## src/rtl/rcr_pkg.sv

```systemverilog
package rcr_pkg;
   localparam int STAT_W  = 8;
   localparam int B_PWRON = 7;
   localparam int B_XPIN  = 6;
   localparam int B_WDOG  = 5;
   localparam int B_BADOP = 4;
   localparam int B_BADAD = 3;
   localparam int B_MON   = 2;
   localparam int B_LOWV  = 1;

   typedef logic [STAT_W-1:0] stat_t;

   localparam stat_t STAT_PWRON = stat_t'(1) << B_PWRON;

   function automatic stat_t cause_mask(input logic xpin, input logic wdog,
                                        input logic badop, input logic badad,
                                        input logic mon, input logic lowv);
      stat_t m;
      m          = '0;
      m[B_XPIN]  = xpin;
      m[B_WDOG]  = wdog;
      m[B_BADOP] = badop;
      m[B_BADAD] = badad;
      m[B_MON]   = mon;
      m[B_LOWV]  = lowv;
      return m;
   endfunction
endpackage

```

## src/rtl/rcr_pin_sync.sv

```systemverilog
module rcr_pin_sync #(
   parameter int STAGES = 2
) (
   input  logic clk,
   input  logic por_i,
   input  logic pin_i,
   output logic pin_sync_o
);
   if (STAGES < 2) begin : g_bad_stages
      $error("rcr_pin_sync: STAGES must be at least 2");
   end

   logic [STAGES-1:0] chain_q;

   for (genvar s = 0; s < STAGES; s++) begin : g_stage
      if (s == 0) begin : g_first
         always_ff @(posedge clk or posedge por_i) begin
            if (por_i) chain_q[s] <= 1'b1;
            else       chain_q[s] <= pin_i;
         end
      end else begin : g_next
         always_ff @(posedge clk or posedge por_i) begin
            if (por_i) chain_q[s] <= 1'b1;
            else       chain_q[s] <= chain_q[s-1];
         end
      end
   end

   assign pin_sync_o = chain_q[STAGES-1];
endmodule

```

## src/rtl/rcr_release_timer.sv

```systemverilog
module rcr_release_timer #(
   parameter int REL_WAIT = 32
) (
   input  logic clk,
   input  logic por_i,
   input  logic int_evt_i,
   input  logic pin_sync_i,
   output logic drive_o,
   output logic pin_hit_o
);
   localparam int CNT_W = (REL_WAIT > 1) ? $clog2(REL_WAIT) : 1;
   localparam logic [CNT_W-1:0] LAST = CNT_W'(REL_WAIT - 1);

   if (REL_WAIT < 4) begin : g_bad_wait
      $error("rcr_release_timer: REL_WAIT must be at least 4");
   end

   logic             drv_q;
   logic             armed_q;
   logic [CNT_W-1:0] cnt_q;
   logic             at_sample;
   logic             idle;

   always_ff @(posedge clk or posedge por_i) begin
      if (por_i) begin
         drv_q   <= 1'b1;
         armed_q <= 1'b0;
         cnt_q   <= '0;
      end else begin
         drv_q <= int_evt_i;
         if (int_evt_i) begin
            armed_q <= 1'b0;
            cnt_q   <= '0;
         end else if (drv_q) begin
            armed_q <= 1'b1;
            cnt_q   <= '0;
         end else if (armed_q) begin
            if (cnt_q == LAST) armed_q <= 1'b0;
            else               cnt_q   <= cnt_q + 1'b1;
         end
      end
   end

   assign at_sample = armed_q && (cnt_q == LAST);
   assign idle      = !armed_q && !drv_q;
   assign drive_o   = por_i | drv_q;
   assign pin_hit_o = !pin_sync_i && (at_sample || idle);
endmodule

```

## src/rtl/rcr_flag_bank.sv

```systemverilog
module rcr_flag_bank
   import rcr_pkg::*;
(
   input  logic  clk,
   input  logic  por_i,
   input  stat_t set_i,
   input  logic  clr_i,
   output stat_t flags_o
);
   stat_t flags_q;

   always_ff @(posedge clk or posedge por_i) begin
      if (por_i) flags_q <= STAT_PWRON;
      else       flags_q <= (clr_i ? stat_t'(0) : flags_q) | set_i;
   end

   assign flags_o = flags_q;
endmodule

```

## src/rtl/rstsrc_capture.sv

```systemverilog
module rstsrc_capture
   import rcr_pkg::*;
#(
   parameter int REL_WAIT    = 32,
   parameter int SYNC_STAGES = 2
) (
   input  logic        clk,
   input  logic        por_i,
   input  logic        wdog_i,
   input  logic        badop_i,
   input  logic        bad_addr_i,
   input  logic        opfetch_i,
   input  logic        mon_i,
   input  logic        lowv_i,
   input  logic        rst_pin_i,
   output logic        rst_drive_o,
   input  logic        rd_stb_i,
   output logic [7:0]  status_o
);
   if (REL_WAIT <= SYNC_STAGES) begin : g_bad_cfg
      $error("rstsrc_capture: REL_WAIT must exceed SYNC_STAGES");
   end

   logic  badad_fetch;
   logic  int_evt;
   logic  pin_sync;
   logic  pin_hit;
   stat_t set_mask;
   stat_t flags;

   assign badad_fetch = bad_addr_i & opfetch_i;
   assign int_evt     = wdog_i | badop_i | badad_fetch | mon_i | lowv_i;

   rcr_pin_sync #(.STAGES(SYNC_STAGES)) u_sync (
      .clk        (clk),
      .por_i      (por_i),
      .pin_i      (rst_pin_i),
      .pin_sync_o (pin_sync)
   );

   rcr_release_timer #(.REL_WAIT(REL_WAIT)) u_timer (
      .clk        (clk),
      .por_i      (por_i),
      .int_evt_i  (int_evt),
      .pin_sync_i (pin_sync),
      .drive_o    (rst_drive_o),
      .pin_hit_o  (pin_hit)
   );

   assign set_mask = cause_mask(pin_hit, wdog_i, badop_i, badad_fetch, mon_i, lowv_i);

   rcr_flag_bank u_flags (
      .clk     (clk),
      .por_i   (por_i),
      .set_i   (set_mask),
      .clr_i   (rd_stb_i),
      .flags_o (flags)
   );

   assign status_o = flags;
endmodule

```

## config.mk

```make
export PLATFORM = sky130hd
export DESIGN_NAME = rstsrc_capture
export DESIGN_NICKNAME = d
export VERILOG_FILES = /design/src/rtl/rcr_pkg.sv /design/src/rtl/rcr_pin_sync.sv /design/src/rtl/rcr_release_timer.sv /design/src/rtl/rcr_flag_bank.sv /design/src/rtl/rstsrc_capture.sv
export SDC_FILE = /design/constraint.sdc
export NUM_CORES = 1
export LEC_CHECK = 0
export ABC_AREA = 1
export BUFFER_PORTS_ARGS = -buffer_cell sky130_fd_sc_hd__buf_4
export CORE_MARGIN = 2
export CORE_UTILIZATION = 44
export CTS_BUF_LIST = sky130_fd_sc_hd__clkbuf_16
export DETAILED_ROUTE_END_ITERATION = 16
export HOLD_SLACK_MARGIN = 0.05
export PLACE_DENSITY = 0.82
export SLEW_MARGIN = 5
export SYNTH_ARGS = -nofsm -noshare
export SYNTH_HDL_FRONTEND = slang
export SYNTH_SLANG_ARGS = --single-unit
```

## constraint.sdc

```tcl
create_clock -name clk -period 1.3 [get_ports clk]
set_input_delay 0.26 -clock clk [delete_from_list [all_inputs] [get_ports clk]]
set_output_delay 0.26 -clock clk [all_outputs]
set_load 0.01 [all_outputs]
```

==> metrics <==
status=finished, violations left; failing checks=setup timing; commonest non-fill, non-tap cells in the layout=28 x buf_4, 16 x nand2_1, 12 x dfrtp_1, 9 x inv_1, 5 x nand3_1; layout cells sized above 1=44.7%; Setup-failing EPs final=5; IO Pins=19; core area=1520 µm²; ordered list of cells on the worst path=ha_2 > nand2_1 > nor2_1 > ha_2 > inv_2 > a21oi_4 > inv_2 > nor2_4 > nand2_1 > nand2_1; library cells used by synthesis=18; clock buffer depth=2; post-route setup slack=-0.163 ns; critical path type=reg -> reg; number of clock sinks=16; CTS root buffer=clkbuf_16; share of the synthesized area in the top cell type=41.7%; fin crit share=113%; Clk Latency, worst-skew pair=0.24 ns; max incr delay on CP=0.36 ns; R2R setup slack=-0.16 ns; dominant cell type by area after synthesis=dfrtp_1; Clock Skews=0.000826 ns; RSZ-0062 raised after global routing=true; Area Growth Syn to Fin=43.7%; Critical Path RT=1.48 ns; buffers added on ports=17; Antenna Nets Post-Route=0; register bit count reported by yosys=16; Static Leak=0.541 nW; Final TNS setup=-0.755 ns; Synth area leaders=dfrtp_1 42%, dfstp_2 15%, nand2_1 8.3%; Reg clk slew, reported paths=0.05 ns; Power, Total=1.22 mW; Max Cap Violations=0; Seq/Total Area, Yosys=56.3%; Die ar.=1970 µm²; VDD IR max=0.793 mV; Total GRT Usage=17.2%; total grt overflow=0; post-DP HPWL=987 µm; largest net degree at the start of global routing=17; final slew viol count=0; gpl congestion=0.676; Initial Utilization=47.2%; Tmin final=1.46 ns; Crit path top cell by count=nand2_1; # hold bufs at CTS=0; Placed Cells=109; Avg Cell Area, Syn=9.99 µm²; DRC errors left=0; TritonCTS clock tree=done; P per Cell Area=1180 nW/µm²; H-tree Lvls=1; chip height=44.4 µm; DRT Wirelength=1.44 mm; via count=613; WL/cell=12.1 µm; fin nets=116; Hold Path Class=in -> async; ANT cells=0; First DRT Iteration DRCs=24; vias in the first global route=560; std cell rows=14; final hold violations=0; slowest cell on the critical path=dfrtp_1; startpoint types=flop; fin cells=119; Yosys warning total=0; synthesized cell area=719 µm²; CP endpoint kind=flop; routed vias/inst=5.15; first-pass GRT wire length=2.37 mm; syn_nets=84; total iterations of the first detailed-routing run=4; most common cell after layout, fill and taps aside=buf_4; initial antenna violation count=0; CP Max Fanout=5; Syn Inst Count=72; CTS Buf Count=3; max frequency=684 MHz; critical path arrival=1.65 ns; Die X=44.4 µm
## layer usage
metal | share of wire [%] | vias to the layer above | GRT usage, %
met3 | 5.3 | 5 | 2.45
met4 | 3.0 | 0 | 12.7
met5 | 0 | - | 0
li1 | - | 288 | -
met1 | 40 | 295 | 21.5
met2 | 51 | 25 | 26.8
## worst max-delay path: cells and delay by family (launching register included)
| family | cells | cell delay, ns |
|---|---|---|
| adder cells (fa/ha/maj) | 2 | 0.36 |
| AND/OR/NAND/NOR | 5 | 0.42 |
| AO/OA/AOI/OAI | 1 | 0.16 |
| flip-flops | 1 | 0.36 |
| buffers and inverters | 2 | 0.11 |
## flip-flops by register name, indices dropped and copies added (netlist names)
name / count
u_sync.chain_q: 1
u_flags.flags_o: 7
u_timer.cnt_q: 5
u_timer.drv_q: 1
u_timer.armed_q: 1
u_sync.pin_sync_o: 1
## path summary, 6_finish.rpt
kind / start / endpoint / depth (start not counted)
hold reg to reg: u_sync.chain_q[0]$_DFF_PP1_ / u_sync.pin_sync_o$_DFF_PP1_ / 0
setup / recovery: u_timer.cnt_q[1]$_DFFE_PP0P_ / u_timer.cnt_q[1]$_DFFE_PP0P_ / 10
setup reg to reg: u_timer.cnt_q[1]$_DFFE_PP0P_ / u_timer.cnt_q[1]$_DFFE_PP0P_ / 10
max in group asynchronous: por_i / u_sync.pin_sync_o$_DFF_PP1_ / 3
hold / removal: por_i / u_timer.cnt_q[0]$_DFFE_PP0P_ / 3
min in group clk: rst_pin_i / u_sync.chain_q[0]$_DFF_PP1_ / 1
## layout make-up
class | count | area [µm²]
Inverter | 12 | 45.0
Clock inverter | 1 | 3.75
Clock buffer | 3 | 75.1
Timing Repair Buffer | 28 | 210
Multi-Input combinational cell | 43 | 274
Sequential cell | 16 | 405
Fill cell | 119 | 490
Tap cell | 16 | 20.0
## report_power, final
part           internal, mW  leakage, nW  switching, mW
clock network         0.407       0.0385          0.180
registers             0.520        0.194        0.00923
logic                0.0498        0.308         0.0522
## cells in the mapped netlist
| master | count |
|---|---|
| nand4_1 | 1 |
| nand2_1 | 16 |
| nor2_4 | 4 |
| xor2_1 | 1 |
| inv_1 | 11 |
| inv_2 | 1 |
| buf_4 | 1 |
| ha_1 | 2 |
| o21ai_0 | 3 |
| nor2_1 | 3 |
| nand3_1 | 5 |
| dfstp_2 | 4 |
| dfrtp_1 | 12 |
| conb_1 | 1 |
| a21oi_1 | 1 |
| a21oi_2 | 1 |
| o21bai_1 | 4 |
| nand3_4 | 1 |
## per-stage QoR
stage | hold WS [ns] | util [%] | area [µm²] | worst slack [ns]
finish | 0.0471 | 67.8 | 1030 | -0.163
detailed placement | 0.311 | 59.7 | 910 | -0.141
global placement | 0.307 | 59.7 | 910 | -0.125
floorplan | 0.179 | - | 732 | -0.0993
CTS | 0.0511 | 66.3 | 1010 | -0.158
global route | 0.0803 | 67.8 | 1030 | -0.291
## timing repair
action                     CTS  global route
setup buffers                3             3
setup endpoints to repair    6             7
gates resized for setup      1             0
pin swaps                    0             6
## cell families after synthesis
| logic type | Yosys count | synth area share (%) |
|---|---|---|
| adders and majority gates | 2 | 3.48 |
| AOI/OAI and AO/OA | 9 | 8.17 |
| xor gates and xnor gates | 1 | 1.22 |
| other | 1 | 0.521 |
| DFF | 16 | 56.3 |
| and+or+nand+nor | 30 | 23.0 |
| buffers and inverters | 13 | 7.30 |
Note: power is estimated with default switching activity, not from simulation.
